<file path="src/rtl/lsl_pkg.sv">
package lsl_pkg;

   // Command accepted in the current cycle, after priority resolution
   typedef enum logic [1:0] {
      CMD_NONE   = 2'd0,
      CMD_SEED   = 2'd1,
      CMD_REPLAY = 2'd2,
      CMD_SCAN   = 2'd3
   } lsl_cmd_e;

   // Width of a down-counter able to hold n-1 (at least one bit)
   function automatic int unsigned cnt_width(input int unsigned n);
      return (n > 1) ? $clog2(n) : 1;
   endfunction

endpackage

</file>
<file path="src/rtl/lsl_cmd_arb.sv">
module lsl_cmd_arb
   import lsl_pkg::*;
(
   input  logic     idle_i,
   input  logic     seed_req_i,
   input  logic     replay_req_i,
   input  logic     scan_req_i,
   output lsl_cmd_e cmd_o
);

   // Commands are honoured only when idle; seed beats replay beats scan
   always_comb begin
      cmd_o = CMD_NONE;
      if (idle_i) begin
         if (seed_req_i)        cmd_o = CMD_SEED;
         else if (replay_req_i) cmd_o = CMD_REPLAY;
         else if (scan_req_i)   cmd_o = CMD_SCAN;
      end
   end

endmodule

</file>
<file path="src/rtl/lsl_lfsr.sv">
module lsl_lfsr #(
   parameter int unsigned     LFSR_W     = 32,
   parameter logic [LFSR_W-1:0] TAP_MASK = 32'h8020_0003,
   parameter logic [LFSR_W-1:0] RESET_SEED = 1
) (
   input  logic              clk,
   input  logic              rst_n,
   input  logic              load_i,
   input  logic [LFSR_W-1:0] seed_i,
   input  logic              restore_i,
   input  logic [LFSR_W-1:0] restore_val_i,
   input  logic              adv_i,
   output logic [LFSR_W-1:0] state_o,
   output logic              out_bit_o
);

   localparam logic [LFSR_W-1:0] ZERO_SUB = LFSR_W'(1);

   generate
      if (LFSR_W < 2) begin : g_bad_w
         $error("lsl_lfsr: LFSR_W must be at least 2");
      end
      if (TAP_MASK[LFSR_W-1] != 1'b1) begin : g_bad_mask
         $error("lsl_lfsr: TAP_MASK must include the top-degree term");
      end
      if (RESET_SEED == '0) begin : g_bad_rst
         $error("lsl_lfsr: RESET_SEED must be non-zero");
      end
   endgenerate

   logic [LFSR_W-1:0] state_q;
   logic [LFSR_W-1:0] step;
   logic [LFSR_W-1:0] seed_fix;

   // Galois step: shift right, fold the outgoing bit into the tap positions
   generate
      for (genvar i = 0; i < LFSR_W; i++) begin : g_tap
         if (i == LFSR_W - 1) begin : g_top
            assign step[i] = TAP_MASK[i] & state_q[0];
         end else begin : g_mid
            assign step[i] = state_q[i+1] ^ (TAP_MASK[i] & state_q[0]);
         end
      end
   endgenerate

   assign seed_fix = (seed_i == '0) ? ZERO_SUB : seed_i;

   always_ff @(posedge clk) begin
      if (!rst_n)         state_q <= RESET_SEED;
      else if (load_i)    state_q <= seed_fix;
      else if (restore_i) state_q <= restore_val_i;
      else if (adv_i)     state_q <= step;
   end

   assign state_o   = state_q;
   assign out_bit_o = state_q[0];

   AST_NO_ZERO_STATE: assert property (@(posedge clk) disable iff (!rst_n)
      state_q != '0) else $error("LFSR reached zero");

   AST_HOLD_WHEN_QUIET: assert property (@(posedge clk) disable iff (!rst_n)
      (!load_i && !restore_i && !adv_i) |=> $stable(state_q))
      else $error("LFSR moved without a cause");

endmodule

</file>
<file path="src/rtl/lsl_shadow.sv">
module lsl_shadow #(
   parameter int unsigned       LFSR_W     = 32,
   parameter logic [LFSR_W-1:0] RESET_SEED = 1
) (
   input  logic              clk,
   input  logic              rst_n,
   input  logic              capture_i,
   input  logic [LFSR_W-1:0] d_i,
   output logic [LFSR_W-1:0] q_o
);

   logic [LFSR_W-1:0] saved_q;

   always_ff @(posedge clk) begin
      if (!rst_n)         saved_q <= RESET_SEED;
      else if (capture_i) saved_q <= d_i;
   end

   assign q_o = saved_q;

   AST_SHADOW_HOLDS: assert property (@(posedge clk) disable iff (!rst_n)
      !capture_i |=> $stable(saved_q)) else $error("saved state drifted");

endmodule

</file>
<file path="src/rtl/lsl_scan_seq.sv">
module lsl_scan_seq
   import lsl_pkg::*;
#(
   parameter int unsigned SCAN_CYCLES = 512
) (
   input  logic clk,
   input  logic rst_n,
   input  logic go_i,
   output logic busy_o
);

   localparam int unsigned CNT_W = cnt_width(SCAN_CYCLES);
   localparam logic [CNT_W-1:0] LAST = CNT_W'(SCAN_CYCLES - 1);

   generate
      if (SCAN_CYCLES < 1) begin : g_bad_len
         $error("lsl_scan_seq: SCAN_CYCLES must be at least 1");
      end
   endgenerate

   logic             busy_q;
   logic [CNT_W-1:0] cnt_q;
   logic             at_last;

   assign at_last = (cnt_q == LAST);

   always_ff @(posedge clk) begin
      if (!rst_n) begin
         busy_q <= 1'b0;
         cnt_q  <= '0;
      end else if (!busy_q) begin
         if (go_i) begin
            busy_q <= 1'b1;
            cnt_q  <= '0;
         end
      end else if (at_last) begin
         busy_q <= 1'b0;
         cnt_q  <= '0;
      end else begin
         cnt_q <= cnt_q + 1'b1;
      end
   end

   assign busy_o = busy_q;

   AST_WINDOW_HOLDS: assert property (@(posedge clk) disable iff (!rst_n)
      (busy_q && !at_last) |=> busy_q) else $error("scan cut short");

   AST_WINDOW_ENDS: assert property (@(posedge clk) disable iff (!rst_n)
      (busy_q && at_last) |=> !busy_q) else $error("scan overran");

endmodule

</file>
<file path="src/rtl/lfsr_scan_loader.sv">
module lfsr_scan_loader
   import lsl_pkg::*;
#(
   parameter int unsigned       LFSR_W     = 32,
   parameter logic [LFSR_W-1:0] TAP_MASK   = 32'h8020_0003,
   parameter logic [LFSR_W-1:0] RESET_SEED = 1,
   parameter int unsigned       ROW_LEN    = 256,
   parameter int unsigned       NUM_ROWS   = 2
) (
   input  logic              clk,
   input  logic              rst_n,
   input  logic              start_i,
   input  logic              init_seed_i,
   input  logic              next_seq_i,
   input  logic [LFSR_W-1:0] seed_i,
   output logic              ready_o,
   output logic              scan_en_o,
   output logic              scan_bit_o
);

   localparam int unsigned SCAN_CYCLES = ROW_LEN * NUM_ROWS;

   generate
      if (ROW_LEN < 1 || NUM_ROWS < 1) begin : g_bad_geom
         $error("lfsr_scan_loader: ROW_LEN and NUM_ROWS must be positive");
      end
   endgenerate

   lsl_cmd_e          cmd;
   logic              busy;
   logic [LFSR_W-1:0] lfsr_q;
   logic [LFSR_W-1:0] saved_q;
   logic              lfsr_bit;

   lsl_cmd_arb u_arb (
      .idle_i       (!busy),
      .seed_req_i   (init_seed_i),
      .replay_req_i (next_seq_i),
      .scan_req_i   (start_i),
      .cmd_o        (cmd)
   );

   lsl_lfsr #(
      .LFSR_W     (LFSR_W),
      .TAP_MASK   (TAP_MASK),
      .RESET_SEED (RESET_SEED)
   ) u_lfsr (
      .clk           (clk),
      .rst_n         (rst_n),
      .load_i        (cmd == CMD_SEED),
      .seed_i        (seed_i),
      .restore_i     (cmd == CMD_REPLAY),
      .restore_val_i (saved_q),
      .adv_i         (busy),
      .state_o       (lfsr_q),
      .out_bit_o     (lfsr_bit)
   );

   lsl_shadow #(
      .LFSR_W     (LFSR_W),
      .RESET_SEED (RESET_SEED)
   ) u_shadow (
      .clk       (clk),
      .rst_n     (rst_n),
      .capture_i (cmd == CMD_SCAN),
      .d_i       (lfsr_q),
      .q_o       (saved_q)
   );

   lsl_scan_seq #(
      .SCAN_CYCLES (SCAN_CYCLES)
   ) u_seq (
      .clk    (clk),
      .rst_n  (rst_n),
      .go_i   (cmd == CMD_SCAN),
      .busy_o (busy)
   );

   assign ready_o    = !busy;
   assign scan_en_o  = busy;
   assign scan_bit_o = busy & lfsr_bit;

   AST_SCAN_NEEDS_READY: assert property (@(posedge clk) disable iff (!rst_n)
      $rose(scan_en_o) |-> $past(ready_o && start_i && !init_seed_i && !next_seq_i))
      else $error("scan began without an accepted start");

   AST_REPLAY_MATCH: assert property (@(posedge clk) disable iff (!rst_n)
      (ready_o && next_seq_i && !init_seed_i) |=> (lfsr_q == $past(saved_q)))
      else $error("replay did not restore saved state");

endmodule

</file>
<file path="config.mk">
export PLATFORM = sky130hd
export DESIGN_NAME = lfsr_scan_loader
export DESIGN_NICKNAME = d
export VERILOG_FILES = /design/src/rtl/lsl_pkg.sv /design/src/rtl/lsl_cmd_arb.sv /design/src/rtl/lsl_lfsr.sv /design/src/rtl/lsl_shadow.sv /design/src/rtl/lsl_scan_seq.sv /design/src/rtl/lfsr_scan_loader.sv
export SDC_FILE = /design/constraint.sdc
export NUM_CORES = 1
export LEC_CHECK = 0
export BUFFER_PORTS_ARGS = -buffer_cell sky130_fd_sc_hd__buf_4
export CAP_MARGIN = 40
export CORE_MARGIN = 4
export CORE_UTILIZATION = 55
export CTS_CLUSTER_SIZE = 28
export DETAILED_ROUTE_END_ITERATION = 16
export PLACE_DENSITY = 0.81
export SLEW_MARGIN = 25
export SYNTH_ARGS = -nofsm -noshare
export SYNTH_HDL_FRONTEND = slang
export SYNTH_SLANG_ARGS = --single-unit
</file>
<file path="constraint.sdc">
create_clock -name clk -period 2.6 [get_ports clk]
set_input_delay 0.26 -clock clk [delete_from_list [all_inputs] [get_ports clk]]
set_output_delay 0.26 -clock clk [all_outputs]
set_load 0.1 [all_outputs]
</file>
### Word-level counts from Yosys, hierarchy flattened

Cells that the tools add are included.

| cells by class | value |
|---|---|
| reduce and logical (&&, ||, !) cells | 4 |
| $lt $le $gt $ge | 0 |
| multiplexer cells | 14 |
| divide/modulo/power cells | 0 |
| multipliers | 0 |
| add/sub/neg operators | 1 |
| shift-type cells | 0 |
| bitwise gates (word level) | 4 |
| equality and inequality tests | 4 |

Operators with widths:

| cell | number |
|---|---|
| $mux 32 | 4 |
| $logic_not 32->1 | 1 |
| $mux 9 | 3 |
| $add 9x1->9 const B | 1 |
| $eq 9x9->1 const B | 1 |
| $mux 2 | 4 |
| $eq 2x2->1 const B | 2 |
| $mux 1 | 3 |
| $reduce_bool 3->1 | 1 |
| $xor 1x1->1 | 3 |
| $eq 2x1->1 const B | 1 |
| $reduce_bool 2->1 | 1 |
| $and 1x1->1 | 1 |
| $logic_not 1->1 | 1 |

| storage, ports and cells | value |
|---|---|
| bits in latches | 0 |
| register bits after elaboration | 74 |
| memories kept | 0 |
| logic and storage cells | 31 |
| RAM bits | 0 |
| ROM bits | 0 |
| output and inout port bits | 3 |

### Longest topological paths before layout

Gate-level depths: netlist (run 1).

| depth | value |
|---|---|
| word-level depth | 7 |
| mapped depth | 11 |

### Cells and area by module

A second synthesis (run 1) with hierarchy kept.

| second synthesis, totals | value |
|---|---|
| cell total of the unflattened synthesis | 433 |
| area, all modules | 3672.3 sq um |

Modules (own cells, without submodules):

| module | instances | cells each | area each (sq um) |
|---|---|---|---|
| lsl_lfsr | 1 | 264 | 1874.3 |
| lsl_shadow | 1 | 103 | 1241.2 |
| lsl_scan_seq | 1 | 57 | 499.2 |
| lfsr_scan_loader | 1 | 5 | 32.5 |
| lsl_cmd_arb | 1 | 4 | 25.0 |

### Worst setup path after synthesis (run 1)

OpenSTA, ideal clock, no wires.

| timing path | value |
|---|---|
| path type | register -> register |
| start | reg u_seq.busy_q, in the netlist u_seq.busy_o |
| end | reg u_shadow.saved_q[3], in the netlist u_shadow.q_o[3] |
| clock period less this slack | 3067 ps |
| path slack | -467 ps |
| cell stages (with the launch flop) | 10 |
| buffers on the path | 3 |
| required time | 2472 ps |
| arrival | 2939 ps |
| cells stage by stage | dfxtp_1 buf_2 inv_1 o21ai_0 inv_1 ha_1 clkbuf_1 buf_2 mux2i_1 nor2_1 |

| between the ends | value |
|---|---|
| cells in the longest elaborated chain, start to end | 2 |

RTL lines:

| element | line | source |
|---|---|---|
| from (decl) | lsl_scan_seq.sv:21 | `logic busy_q;` |
| from (signal assigned) | lsl_scan_seq.sv:29 | `busy_q <= 1'b0;` |
| from (signal assigned) | lsl_scan_seq.sv:33 | `busy_q <= 1'b1;` |
| from (signal assigned) | lsl_scan_seq.sv:37 | `busy_q <= 1'b0;` |
| $mux 2 | lsl_cmd_arb.sv:14 | `if (idle_i) begin` |
| $eq 2x2->1 | lfsr_scan_loader.sv:65 | `.capture_i (cmd == CMD_SCAN),` |
| to (signal assigned) | lsl_shadow.sv:16 | `else if (capture_i) saved_q <= d_i;` |
| to (decl) | lsl_shadow.sv:12 | `logic [LFSR_W-1:0] saved_q;` |

Every way passes these cells.
A chain may end at the register's enable or synchronous reset.

### Worst setup path in the final report (run 1)

| timing path | value |
|---|---|
| start | reg u_seq.cnt_q[0] |
| end | reg u_seq.cnt_q[7] |

| between the ends | value |
|---|---|
| cells in the longest elaborated chain, start to end | 3 |

RTL lines:

| element | line | source |
|---|---|---|
| from (decl) | lsl_scan_seq.sv:22 | `logic [CNT_W-1:0] cnt_q;` |
| from (signal assigned) | lsl_scan_seq.sv:40 | `cnt_q <= cnt_q + 1'b1;` |
| $add 9x1->9 / $eq 9x9->1 (equally long branches) | lsl_scan_seq.sv:40, lsl_scan_seq.sv:25 |  |
| $mux 9 * | lsl_scan_seq.sv:36 | `end else if (at_last) begin` |
| $mux 9 * | lsl_scan_seq.sv:31 | `end else if (!busy_q) begin` |

Every way passes the cells marked *; elsewhere a longest branch is shown, timed or not.

==> results.md, run 1 <==
* Final core occ at 67.9%
* CTS tree: yes
* Most frequent cells in the layout: nand2_1 (94), dfxtp_1 (73), mux2i_1 (63)
* CTS H-tree lvls at 3
* Post-synth EDFFs at 0
* Least-Margin Pin Slew at 571 ps
* Max Clk Rate at 0.421 GHz
* Fill count at between 500 and 600
* Layout area overhead at 17.0%
* Worst Hold Path EP: u_shadow.q_o[0]
* Row cnt at 28
* Clock Tree Root: clkbuf_8
* Post_cts resized at 0
* Vias in the first global route at roughly 2900
* Flop and latch count out of synthesis at 74
* RSZ-0062 raised after global routing: false
* Skew final at 12.2 ps
* Worst r2r src: u_seq.cnt_q[0]
* Hold Worst Slack at 105 ps
* Initial antenna violation count at 0
* Worst setup margin at 225 ps
* CP arrival at 2660 ps
* Number of clock sinks at 74
* Post-DP Area at 3890 sq um
* DR iter-0 viols at around 140
* Crit path kind: reg2reg
* WL final at around 8.0 mm
* Antenna cells at 0
* CP Capture Type: flip-flop
* Reg2Reg Setup Slack at 220 ps
* Post-synthesis instance area at 3520 sq um
* Outcome: finished clean
* Synth top area cells: dfxtp_1 (42%), mux2i_1 (18%), nand2_1 (10%)
* MaxCap Viol Count at 0
* Top Ports at 40
* GRT overflow at 0
* Setup_tns at 0 ps
* Top FF cell, synth: dfxtp_1
* Leakage dissipation at approximately 0.0015 uW
* WL per Instance at 14.6 um
* Fraction of layout cells with a size suffix above 1 at 16.9%
* Worst-Skew Late Latency at 350 ps
* Starting Density at 58.0%
* Worst Hold Path Cells at 2
* First-pass GRT wire length at 13.4 mm
* Final routed DRC violation total at 0
* Hold Startpoint: rst_n
* Critical Path Fanout Max at 10
* Critical Path RT at 2880 ps
* Post-synth ARST share at 0%
* Setup violators final at 0
* Post-Place Setup Slack at about 270 ps
* Reg2Reg Depth at 8
* Detail Placement HPWL at 5.18 mm
* Chip height at 88.0 um
* CP Launch Type: flip-flop
* CTS Buf Count at 9
* Synth Instances at ~430
* CTS Buffer Depth at 2
* Synth warn at 0
* Final worst path period share at 91.3%
* Post-layout net count at 505
* Die width at 88.0 um
* Final hold violation count at 0
* Syn Nets at 473
* Routed Antenna Nets at 0
* # hold bufs at CTS at 0
* Post-route cell area at roughly 4100 sq um
* GR Util All Layers at a little over a fifth
* Power Dens Cells at 664 nW/um^2
* Worst reg2reg path endpoint: u_seq.cnt_q[7]
* Max VDD drop at approximately 0.42 mV
* Fraction of the yosys area taken by sequential cells at a little over two fifths
* Top-area cell type share of the netlist area at 42.1%
* Setup Buffers After CTS at 0
* Largest net degree at the start of global routing at 34
* Routability congestion estimate at approximately 0.83
* Vias at 3047
* Min-Delay Path Class: in2reg
* Crit path time final at around 2400 ps
* Core ar. at around 6100 sq um
* Commonest non-fill, non-tap cell in the layout: nand2_1
* Max-slew violation count at 0
* Relative slew slack at 61.8%
* Die ar. at 7740 sq um
* Mean Syn Cell Area at 8.16 sq um
* Yosys top cell by area: dfxtp_1
* Port bufs at 39
* Clock transition at the registers of the reported paths at 80 ps
* Drt via density at approximately 5.6
* DRT Pass-1 Iters at 4
* Synth cell types at 36
final cells by class:
| class | count | area [sq um] | area share [%] |
|---|---|---|---|
| inverters | 4 | 18.8 | 0.456 |
| clock buffers | 14 | 204 | 4.96 |
| clock inverters | 2 | 15.0 | 0.365 |
| flip-flops and latches | 74 | 1490 | 36.1 |
| well taps | 75 | 93.8 | 2.28 |
| multi-input cells | 322 | 1890 | 46.0 |
| repair buffers | 52 | 403 | 9.79 |
layer usage:
layer | up-vias | GRT usage [%] | share of wire (%)
li1 | 1535 | - | -
met1 | 1442 | 27.9 | 47
met2 | 55 | 36.2 | 48
met3 | 15 | 3.10 | 3.0
met4 | 0 | 9.62 | 2.0
met5 | - | 0 | 0
cell usage after synthesis, types with 2 or more instances:
cell type,n
buf_4,2
inv_1,3
a21oi_1,37
a22oi_1,2
a31oi_1,2
clkbuf_1,19
buf_2,10
nor2_1,41
ha_1,5
nand4_1,2
o21ai_0,39
nand2_1,94
and3_1,2
xnor2_1,2
dfxtp_1,74
nor3b_1,2
nor3_1,3
nand3b_1,3
nor4_1,8
nor2b_1,3
mux2i_1,63
logic make-up after synthesis:
group / after synthesis / share of synthesized area (%)
xor+xnor: 3 / 0.747
mux: 63 / 17.9
compound gates: 85 / 12.8
fa+ha+maj: 5 / 1.78
simple gates: 166 / 20.3
flops: 74 / 42.1
buf+inv: 35 / 4.30
critical path, cell delays in order (launching register included):
cell and delay [ps]:
dfxtp_1 350, ha_1 230, and3_2 230, and3_1 200, and3_1 190, ha_1 240
nand2b_1 280, or4_1 450, a31oi_1 140
how the worst max path moves through the flow:
stage,startpoint,endpoint,slack [ps]
finish,u_seq.cnt_q[0],u_seq.cnt_q[7],220
global route,u_seq.cnt_q[0],u_seq.cnt_q[7],110
CTS,u_seq.cnt_q[0],u_seq.cnt_q[7],230
detailed placement,u_seq.cnt_q[0],u_seq.cnt_q[7],270
global placement,u_seq.cnt_q[0],u_seq.cnt_q[7],340
floorplan,u_seq.busy_o,u_lfsr.state_o[25],4
state kept, by name (all words and copies together) (netlist names):
signal / count
u_seq.busy_o: 1
u_seq.cnt_q: 9
u_lfsr.state_o: 32
u_shadow.q_o: 32
power breakdown:
group          switching (uW)  internal (uW)
logic                     319            215
registers                57.7           1200
clock network             429            510
per-stage QoR:
stage                     cells  power (uW)
final                       543        2730
after global routing        543        2850
after CTS                   543        2740
after detailed placement    527        1810
after global placement      527        1800
after floorplan             431        1640
Power figures use the tool's default switching activity.
==> run 2: changes to the inputs <==
SLEW_MARGIN = 20   (was 25)
clock period = 3.1 ns   (was 2.6 ns; I/O delays follow)
==> results.md, run 2 (synthesis gave the netlist of run 1 again) <==
* Post-layout net count at 501 (was 505)
* CP Launch Type: flip-flop (unchanged)
* Most frequent cells in the layout: nand2_1 (94), dfxtp_1 (74), mux2i_1 (63) (was nand2_1 (94), dfxtp_1 (73), mux2i_1 (63))
* Antenna cells at 0 (unchanged)
* Post-route cell area at 4110 sq um (about the same)
* Die ar. at 7740 sq um (unchanged)
* Commonest non-fill, non-tap cell in the layout: nand2_1 (unchanged)
* CTS tree: yes (unchanged)
* Drt via density at 5.63 (was 5.61)
* Starting Density at 58.0% (unchanged)
* Hold Worst Slack at 182 ps (was 105 ps)
* Worst Hold Path Cells at 2 (unchanged)
* Layout area overhead at 16.8% (was 17.0%)
* Critical-path top delay cell: ha_2 (was or4_1)
* Routed Antenna Nets at 0 (unchanged)
* Reg2Reg Depth at 8 (unchanged)
* Setup_tns at 0 ps (unchanged)
* First-pass GRT wire length at 13.7 mm (was 13.4 mm)
* CTS H-tree lvls at 3 (unchanged)
* Critical Path Fanout Max at 19 (was 10)
* Setup violators final at 0 (unchanged)
* Cell mode on critical path: o21ai_0
* Skew final at 10.9 ps (was 12.2 ps)
* Max VDD drop at 0.369 mV (was 0.416 mV)
* Vias in the first global route at 2973 (was 2917)
* Min-Delay Path Class: in2reg (unchanged)
* Core ar. at 6060 sq um (unchanged)
* GRT overflow at 0 (unchanged)
* Placed insts at 522 (was 527)
* Detail Route met3 WL at 282 um (was 239 um)
* Power Dens Cells at 589 nW/um^2 (was 664 nW/um^2)
* Relative slew slack at 52.9% (was 61.8%)
* Routability congestion estimate at 0.790 (was 0.831)
* CP arrival at 2630 ps (was 2660 ps)
* Routed wl met2 at 4.15 mm (was 3.82 mm)
* Detail Placement HPWL at 5.31 mm (was 5.18 mm)
* Met1 WL at 3.62 mm (was 3.73 mm)
* Least-Margin Pin Slew at 706 ps (was 571 ps)
* Final routed DRC violation total at 0 (unchanged)
* Die width at 88.0 um (unchanged)
* Final worst path period share at 78.6% (was 91.3%)
* Max-slew violation count at 0 (unchanged)
* CTS Buf Count at 9 (unchanged)
* Vias at 3033 (was 3047)
* Non-Filler Instances at 539 (was 543)
* Worst-path cell chain: inv_1 > o21ai_0 > ha_2 > buf_4 > mux2i_1 > o21ai_0 > nand2_1 > a21oi_1 (was ha_1 > and3_2 > and3_1 > and3_1 > ha_1 > nand2b_1 > or4_1 > a31oi_1)
* Critical Path RT at 3290 ps (was 2880 ps)
* Port bufs at 39 (unchanged)
* Post-DP Area at 3840 sq um (was 3890 sq um)
* Largest net degree at the start of global routing at 49 (was 34)
* Max incr delay on CP at 600 ps (was 450 ps)
* Top layer in use: met4 (unchanged)
* Max Clk Rate at 0.410 GHz (was 0.421 GHz)
* Fraction of layout cells with a size suffix above 1 at 15.7% (was 16.9%)
* Clock Tree Root: clkbuf_8 (unchanged)
* DR iter-0 viols at 144 (was 138)
* Row cnt at 28 (unchanged)
* Clock transition at the registers of the reported paths at 80 ps (about the same)
* Crit path time final at 2440 ps (was 2380 ps)
* Reg2Reg Setup Slack at 660 ps (was 220 ps)
* CTS Buffer Depth at 2 (unchanged)
* Leakage dissipation at 0.00155 uW (about the same)
* Chip height at 88.0 um (unchanged)
* Worst-Skew Late Latency at 340 ps (was 350 ps)
* GR Util All Layers at 22.6% (was 21.7%)
* WL final at 8.12 mm (was 7.95 mm)
* DRT Pass-1 Iters at 4 (unchanged)
* Top Ports at 40 (unchanged)
* RSZ-0062 raised after global routing: false (unchanged)
* Outcome: finished clean (unchanged)
* CP Capture Type: flip-flop (unchanged)
* Number of clock sinks at 74 (unchanged)
* Initial antenna violation count at 0 (unchanged)
* MaxCap Viol Count at 0 (unchanged)
* WL per Instance at 15.1 um (was 14.6 um)
* Final hold violation count at 0 (unchanged)
* # hold bufs at CTS at 0 (unchanged)
* Crit path kind: reg2reg (unchanged)
* Setup Buffers After CTS at 0 (unchanged)
* Post_cts resized at 0 (unchanged)
[run 2: changes by cell type in the layout (fill, tap and decap cells not counted), sizes merged]
cell	previous run	this run
buf	52	48
clkinv	0	2
clkbuf	14	11
inv	3	4
clkinvlp	3	0
bufinv	0	3
[run 2: path summary, 6_finish.rpt]
check	from	to
max reg2reg	u_seq.busy_o	u_lfsr.state_o[31]
min reg2reg	u_lfsr.state_o[29]	u_lfsr.state_o[29]
max	u_seq.busy_o	u_lfsr.state_o[31]
min	rst_n	u_shadow.q_o[0]
[run 2: critical path, delay by kind of cell, from the launching register on]
family          cells  cell delay (ps)
fa+ha+maj           1              600
buf+inv             2              500
mux                 1              220
compound gates      3              320
flops               1              550
simple gates        1               80
[run 2: per-layer routing]
| layer | global-route usage, % | up-vias |
|---|---|---|
| li1 | - | 1525 |
| met1 | 29.1 | 1446 |
| met2 | 37.2 | 58 |
| met3 | 4.42 | 4 |
| met4 | 8.79 | 0 |
| met5 | 0 | - |
[run 2: through the flow]
step / setup slack (ps) / utilization [%] / power (uW)
after floorplan: 32.9 / - / 1380
after global placement: 808 / 63.3 / 1490
after detailed placement: 723 / 63.3 / 1500
after CTS: 685 / 67.5 / 2430
after global routing: 466 / 67.8 / 2540
final: 662 / 67.8 / 2420
[run 2: where the power goes]
part	switching [uW]	internal (uW)	total, uW
Clock	346	576	922
Combinational	264	175	439
Sequential	49.8	1010	1060
[run 2: area by class of cell]
cell class	count	area, sq um
flip-flops and latches	74	1480
repair buffers	48	373
multi-input cells	322	1890
inverters	4	15.0
clock inverters	5	100
fillers	496	1950
clock buffers	11	151
well taps	75	93.8
==> run 3: changes to the inputs <==
clock period = 2.3 ns   (was 3.1 ns; I/O delays follow)
==> results.md, run 3 (synthesis gave the netlist of run 1 again) <==
* Critical Path RT at 2580 ps (was 3290 ps)
* Starting Density at 58.0% (unchanged)
* Total Power at 3260 uW (was 2420 uW)
* Antenna cells at 0 (unchanged)
* Max-slew violation count at 0 (unchanged)
* Routed Antenna Nets at 0 (unchanged)
* Vias at 3045 (was 3033)
* Post-DP Area at 3930 sq um (was 3840 sq um)
* Fraction of layout cells with a size suffix above 1 at 17.4% (was 15.7%)
* Least-Margin Pin Slew at 488 ps (was 706 ps)
* Outcome: finished clean (unchanged)
* WL final at 7.98 mm (was 8.12 mm)
* Crit path time final at 2170 ps (was 2440 ps)
* GR Util All Layers at 22.1% (was 22.6%)
* CP delay by family, top: simple AND/OR/NAND/NOR gates (was adder cells)
* Worst-path cell chain: ha_1 > and3_2 > and3_1 > and3_1 > ha_2 > nand2b_4 > or4_1 > a31oi_1 (was inv_1 > o21ai_0 > ha_2 > buf_4 > mux2i_1 > o21ai_0 > nand2_1 > a21oi_1)
* Max incr delay on CP at 400 ps (was 600 ps)
* Met1 WL at 3.56 mm (was 3.62 mm)
* WL per Instance at 14.7 um (was 15.1 um)
* Row cnt at 28 (unchanged)
* Critical path launch point: u_seq.cnt_q[0] (was u_seq.busy_o)
* Final core occ at 69.0% (was 67.8%)
* Chip height at 88.0 um (unchanged)
* Cell mode on critical path: and3_1 (was o21ai_0)
* DR iter-0 viols at 228 (was 144)
* Most frequent cells in the layout: nand2_1 (94), dfxtp_1 (73), mux2i_1 (63) (was nand2_1 (94), dfxtp_1 (74), mux2i_1 (63))
* Die ar. at 7740 sq um (unchanged)
* Commonest non-fill, non-tap cell in the layout: nand2_1 (unchanged)
* Critical Path Fanout Max at 6 (was 19)
* Crit path kind: reg2reg (unchanged)
* CP Launch Type: flip-flop (unchanged)
* GRT overflow at 0 (unchanged)
* Vias in the first global route at 2957 (was 2973)
* CTS Buffer Depth at 2 (unchanged)
* Final routed DRC violation total at 0 (unchanged)
* Leakage dissipation at 0.00156 uW (was 0.00155 uW)
* Hold Startpoint: rst_n (unchanged)
* Setup Buffers After CTS at 0 (unchanged)
* Critical-path top delay cell: or4_1 (was ha_2)
* First-pass GRT wire length at 13.5 mm (was 13.7 mm)
* CTS tree: yes (unchanged)
* Layout area overhead at 18.8% (was 16.8%)
* Initial antenna violation count at 0 (unchanged)
* CP bufs+invs at 0 (was 2)
* Routed wl met2 at 3.88 mm (was 4.15 mm)
* Final hold violation count at 0 (unchanged)
* Clock Tree Root: clkbuf_8 (unchanged)
* Worst-Skew Late Latency at 360 ps (was 340 ps)
* CP Capture Type: flip-flop (unchanged)
* Setup violators final at 0 (unchanged)
* Post-layout net count at 503 (was 501)
* Drt via density at 5.63 (about the same)
* Relative slew slack at 67.4% (was 52.9%)
* Clock transition at the registers of the reported paths at 70 ps (was 80 ps)
* CP arrival at 2450 ps (was 2630 ps)
* Detail Route met3 WL at 415 um (was 282 um)
* Post-route cell area at 4180 sq um (was 4110 sq um)
* CTS Buf Count at 9 (unchanged)
* MaxCap Viol Count at 0 (unchanged)
* Top layer in use: met4 (unchanged)
* CTS H-tree lvls at 3 (unchanged)
* Largest net degree at the start of global routing at 47 (was 49)
* Detail Placement HPWL at 5.34 mm (was 5.31 mm)
* Final worst path period share at 94.5% (was 78.6%)
* Worst r2r src: u_seq.cnt_q[0] (was u_seq.busy_o)
* Max Clk Rate at 0.460 GHz (was 0.410 GHz)
* Port bufs at 39 (unchanged)
* Number of clock sinks at 74 (unchanged)
* Min-Delay Path Class: in2reg (unchanged)
* Top Ports at 40 (unchanged)
* Power Dens Cells at 781 nW/um^2 (was 589 nW/um^2)
* Skew final at 5.44 ps (was 10.9 ps)
* Non-Filler Instances at 541 (was 539)
* Max VDD drop at 0.957 mV (was 0.369 mV)
* Die width at 88.0 um (unchanged)
* DRT Pass-1 Iters at 5 (was 4)
* Placed insts at 525 (was 522)
* Routability congestion estimate at 0.768 (was 0.790)
* Core ar. at 6060 sq um (unchanged)
==> run 3: final timing paths <==
check                  endpoint  slack [ps]  depth (start not counted)
max              u_seq.cnt_q[7]         130                          8
min             u_shadow.q_o[0]          80                          2
max reg2reg      u_seq.cnt_q[7]         130                          8
min reg2reg  u_lfsr.state_o[18]         470                          2
==> run 3: through the flow <==
step           TNS [ps]  hold slack (ps)  setup slack [ps]
2_1_floorplan      -338              292             -30.9
3_3_place_gp          0              442               118
3_5_place_dp          0              447              41.3
4_1_cts               0             73.4              16.0
5_1_grt           -6.03             65.7             -6.03
6_report              0             76.1               126
==> run 3: repair_timing <==
item                                    CTS  global route
resized for setup                         0             3
hold buffers                              0             0
endpoints found under the setup margin    0             5
==> run 3: final cells by class <==
type / instances / area, sq um
sequential: 74 / 1490
multi-input combinational: 322 / 1930
clock inverter: 6 / 115
clock buffer: 10 / 128
inverter: 4 / 18.8
timing repair buffer: 50 / 413
tap: 75 / 93.8
fill: 506 / 1880
==> run 3: report_power, final <==
part | switching [uW] | internal (uW) | total [uW]
clock network | 491 | 724 | 1210
logic | 363 | 257 | 620
registers | 69.5 | 1360 | 1430
total | 923 | 2340 | 3260
==> run 3: routing by layer <==
metal / track usage [%] / vias up
met1: 27.1 / 1417
met2: 36.8 / 82
li1: - / 1535
met4: 9.07 / 0
met5: 0 / -
met3: 5.74 / 11
==> run 3: worst register-to-register path, cell delays in order (launching register included) <==
cell,delay (ps)
dfxtp_1,340
ha_1,230
and3_2,230
and3_1,210
and3_1,200
ha_2,210
nand2b_4,170
or4_1,400
a31oi_1,130
